### src/rtl/burst_pkg.sv
package burst_pkg;

    localparam int OFS_W = 2;

    typedef logic [OFS_W-1:0] ofs_t;

    typedef enum logic {
        ORD_LINEAR = 1'b0,
        ORD_XOR    = 1'b1
    } order_e;

    typedef enum logic [1:0] {
        OP_HOLD  = 2'd0,
        OP_LOAD  = 2'd1,
        OP_STEP  = 2'd2,
        OP_CLEAR = 2'd3
    } op_e;

    typedef struct packed {
        ofs_t start;
        ofs_t beat;
    } beat_state_t;

    function automatic op_e decode_op(logic rst, logic ce_n, logic adv_ld);
        if (rst)         return OP_CLEAR;
        else if (ce_n)   return OP_HOLD;
        else if (!adv_ld) return OP_LOAD;
        else             return OP_STEP;
    endfunction

    function automatic ofs_t beat_offset(order_e ord, ofs_t start, ofs_t beat);
        if (ord == ORD_XOR) return start ^ beat;
        else                return ofs_t'(start + beat);
    endfunction

endpackage

### src/rtl/burst_base_reg.sv
module burst_base_reg
    import burst_pkg::*;
#(
    parameter int ADDR_W = 18
) (
    input  logic              clk,
    input  op_e               op,
    input  logic [ADDR_W-1:0] addr_in,
    output logic [ADDR_W-1:0] base_q
);
    always_ff @(posedge clk) begin
        case (op)
            OP_CLEAR: base_q <= '0;
            OP_LOAD:  base_q <= addr_in;
            default:  base_q <= base_q;
        endcase
    end

    p_base_frozen_r5: assert property (@(posedge clk) disable iff (op == OP_CLEAR)
        (op == OP_STEP || op == OP_HOLD) |=> $stable(base_q));
endmodule

### src/rtl/burst_beat_cnt.sv
module burst_beat_cnt
    import burst_pkg::*;
(
    input  logic clk,
    input  logic rst,
    input  op_e  op,
    output ofs_t beat_q
);
    always_ff @(posedge clk) begin
        case (op)
            OP_CLEAR, OP_LOAD: beat_q <= '0;
            OP_STEP:           beat_q <= ofs_t'(beat_q + 1'b1);
            default:           beat_q <= beat_q;
        endcase
    end

    p_step_one_r3: assert property (@(posedge clk) disable iff (rst)
        (op == OP_STEP) |=> beat_q == ofs_t'($past(beat_q) + 1'b1));
    p_hold_beat_r6: assert property (@(posedge clk) disable iff (rst)
        (op == OP_HOLD) |=> $stable(beat_q));
endmodule

### src/rtl/burst_order_map.sv
module burst_order_map
    import burst_pkg::*;
(
    input  order_e ord,
    input  ofs_t   start,
    input  ofs_t   beat,
    output ofs_t   offset
);
    assign offset = beat_offset(ord, start, beat);
endmodule

### src/rtl/burst_addr_gen.sv
module burst_addr_gen
    import burst_pkg::*;
#(
    parameter int ADDR_W = 18
) (
    input  logic              clk,
    input  logic              rst,
    input  logic              ce_n,
    input  logic              adv_ld,
    input  logic              mode_ilv,
    input  logic [ADDR_W-1:0] addr_in,
    output logic [ADDR_W-1:0] addr_out
);
    localparam int UPPER_W = ADDR_W - OFS_W;

    op_e               op;
    logic [ADDR_W-1:0] base_q;
    beat_state_t       bstate;
    ofs_t              offset;
    order_e            ord;

    assign op  = decode_op(rst, ce_n, adv_ld);
    assign ord = order_e'(mode_ilv);

    burst_base_reg #(.ADDR_W(ADDR_W)) u_base (
        .clk    (clk),
        .op     (op),
        .addr_in(addr_in),
        .base_q (base_q)
    );

    burst_beat_cnt u_cnt (
        .clk   (clk),
        .rst   (rst),
        .op    (op),
        .beat_q(bstate.beat)
    );

    assign bstate.start = base_q[OFS_W-1:0];

    burst_order_map u_map (
        .ord   (ord),
        .start (bstate.start),
        .beat  (bstate.beat),
        .offset(offset)
    );

    assign addr_out = {base_q[ADDR_W-1:OFS_W], offset};

    p_load_r2: assert property (@(posedge clk) disable iff (rst)
        (!ce_n && !adv_ld) |=> addr_out == $past(addr_in));
    p_upper_kept_r5: assert property (@(posedge clk) disable iff (rst)
        (!ce_n && adv_ld) |=> addr_out[ADDR_W-1:OFS_W] == $past(addr_out[ADDR_W-1:OFS_W]));
    p_hold_out_r6: assert property (@(posedge clk) disable iff (rst)
        (ce_n && $stable(mode_ilv)) |=> addr_out == $past(addr_out));

    if (UPPER_W < 1) begin : g_bad_width
        initial $error("ADDR_W must exceed the offset width");
    end
endmodule

### config.mk
export PLATFORM = sky130hd
export DESIGN_NAME = burst_addr_gen
export DESIGN_NICKNAME = d
export VERILOG_FILES = /design/src/rtl/burst_pkg.sv /design/src/rtl/burst_base_reg.sv /design/src/rtl/burst_beat_cnt.sv /design/src/rtl/burst_order_map.sv /design/src/rtl/burst_addr_gen.sv
export SDC_FILE = /design/constraint.sdc
export NUM_CORES = 1
export LEC_CHECK = 0
export BUFFER_PORTS_ARGS = -buffer_cell sky130_fd_sc_hd__buf_2
export CAP_MARGIN = 5
export CORE_ASPECT_RATIO = 1.4
export CORE_MARGIN = 2
export CORE_UTILIZATION = 44
export DETAILED_ROUTE_END_ITERATION = 10
export PLACE_DENSITY = 0.78
export SLEW_MARGIN = 20
export SYNTH_ARGS = -nofsm -noshare
export SYNTH_HDL_FRONTEND = slang
export SYNTH_HIERARCHICAL = 1
export SYNTH_SLANG_ARGS = --single-unit
### constraint.sdc
create_clock -name clk -period 2.05 [get_ports clk]
set_clock_uncertainty 0.2 [all_clocks]
set_input_delay 0.1025 -clock clk [delete_from_list [all_inputs] [get_ports clk]]
set_output_delay 0.1025 -clock clk [all_outputs]
set_load 0.05 [all_outputs]
==> results_dict.tcl <==
set metrics [dict create \
    outcome "complete, no violations" \
    cp_slowest_cell "edfxtp_1" \
    cp_max_fo 3 \
    rsz0062_at_grt "false" \
    avgViaCountPerCell 4.69 \
    cts_tree "done" \
    synth_cells 53 \
    min_period_ps 1750 \
    drv_slew 0 \
    critPathLaunchType "flop" \
    numCtsBuffers 3 \
    wirelength_um 1680 \
    max-clock-path-buffers 2 \
    cpLargestDelayFamily "flip-flops" \
    row_count 19 \
    power_per_cell_area_mw_per_mm2 732 \
    io_buffers 40 \
    yosysTopAreaCellShare_pct 68.4 \
    tns_ps 0 \
    grt_overflow 0 \
    syn_nets 77 \
    final_common_cell "buf_2" \
    grt_max_degree 33 \
    drive_gt1_share_pct 47.8 \
    n_antenna_cell 0 \
    cp_data_arrival_time_ps 1450 \
    cts_resized 0 \
    clock-sinks 20 \
    ys_types 14 \
    pin_count 41 \
    timing.final.setup_violations 0 \
    final_area_mm2 0.00130 \
    layout_worst_path_cycle_share_pct 85.5 \
    die_y_um 56.9 \
    synthToLayoutAreaGrowth_pct 48.3 \
    coreArea_mm2 0.00193 \
    num_vias 628 \
    place_congestion 0.645 \
    synth_top_area_cell "edfxtp_1" \
    syn_area_per_cell_um2 16.6 \
    end_kind "output pin" \
    crit_required_ps 1750 \
    worstSkewPairLatency_ps 280 \
    p_leak_nw 0.634 \
    initial_utilization_pct 45.6 \
    final_cell_mix "buf_2, edfxtp_1, dlygate4sd3_1" \
    vdd_drop_max_uv 447 \
    die_w_um 41.8 \
    synth_area_um2 878 \
    drt_iter0_markers 2 \
    slowest_delay_ps 450 \
    grt_use_total_pct 15.8 \
    worst-setup-path-type "flop to output pin" \
    grt_pass1_wl_um 2750 \
    max-cap-violations 0 \
    htreeDepth 1 \
    die_area_mm2 0.00237 \
    relSlewSlack_pct 69.9 \
    fin_nets 139 \
    antenna_found_initial 0 \
    yosysWarningCount 6 \
    clk_pin_slew_worst_paths_ps 90 \
    critical_path_buf_inv_count 1 \
    routedWlPerCell_um 12.5 \
    grt_pass1_vias 654 \
    timing.hold.worst.class "primary input to flop" \
    hold_viol 0 \
    worst_pin_slew_ps 451 \
    place_area_mm2 0.00109 \
    seq_area_frac_synth_pct 68.4 \
    route.detailed.drc 0 \
    timing.fmax_ghz 0.571 \
    cp_cell_sequence "ha_1 -> nor2b_1 -> xnor2_1 -> buf_2" \
    ys_ff_latch 20 \
    reg2reg_slack_ps 900 \
    yosys-top-cells-area "edfxtp_1, and3b_1, and3b_2" \
    ant_nets 0 \
    root_buffer "clkbuf_4" \
    firstDrtPassIters 4 \
]
==> worst register-to-register path, stage by stage (launching register included) <==
cell      delay [ps]
edfxtp_1         450
xnor2_1          210
nor2_1            60
==> registers in the layout, indices dropped and copies added, names as in the netlist <==
name,cells
u_cnt/beat_q,2
u_base/base_q,18
==> area by class of cell <==
class | instances | area (µm²)
repair buffers | 60 | 398
multi-input cells | 29 | 251
flip-flops and latches | 20 | 601
fillers | 144 | 623
well taps | 21 | 26.3
clock buffers | 3 | 22.5
inverters | 1 | 3.75
==> logic make-up after synthesis <==
group	count (synthesis)	synth area share (%)
XOR/XNOR	3	2.99
flip-flops	20	68.4
AO/OA/AOI/OAI	2	1.71
adder cells (fa/ha/maj)	1	1.42
AND/OR/NAND/NOR	23	22.1
buffers and inverters	4	3.42
==> stage by stage <==
step                total power [mW]  cells  setup slack [ps]  hold slack (ps)  utilization (%)
floorplan                      0.707     53               211              144                -
global placement               0.759    112               650              222             56.6
detailed placement             0.766    112               602              229             56.6
CTS                            0.957    134               282             1.07             67.6
global route                   0.995    134               213             20.3             67.6
finish                         0.954    134               297             7.31             67.6
==> Yosys cell counts (all sizes together) <==
master   n
edfxtp  20
and3b   18
xnor2    3
buf      2
nor2     2
a21o     1
clkbuf   1
ha       1
inv      1
nand2b   1
nor2b    1
o21bai   1
or2      1
==> power breakdown <==
part           total (mW)  internal (mW)  leakage, nW  switching, mW
registers           0.504          0.492        0.206         0.0123
clock network       0.170         0.0681       0.0138          0.102
logic               0.279         0.0909        0.414          0.188
==> worst paths after layout <==
| kind | from | endpoint | depth (start not counted) |
|---|---|---|---|
| hold / removal | ce_n | u_base/base_q[1]$_SDFFCE_PP0P_ | 2 |
| hold reg to reg | u_cnt/beat_q[0]$_SDFFCE_PP0P_ | u_cnt/beat_q[0]$_SDFFCE_PP0P_ | 1 |
| setup reg to reg | u_cnt/beat_q[0]$_SDFFCE_PP0P_ | u_cnt/beat_q[1]$_SDFFCE_PP0P_ | 2 |
| setup / recovery | u_cnt/beat_q[0]$_SDFFCE_PP0P_ | addr_out[1] | 4 |
==> timing repair <==
action | CTS | global route
endpoints found under the hold margin | 20 | 0
hold buffers | 19 | 0
setup buffers | 0 | 0
==> per-layer routing <==
metal / global-route usage [%] / vias to the layer above / share of wire [%] / wire (µm)
li1: - / 319 / - / -
met1: 17.2 / 290 / 37 / 614
met2: 27.9 / 17 / 58 / 968
met3: 1.61 / 2 / 3.9 / 65
met4: 11.1 / 0 / 1.6 / 27
met5: 0 / - / 0 / 0
(Power assumes the default switching activity.)
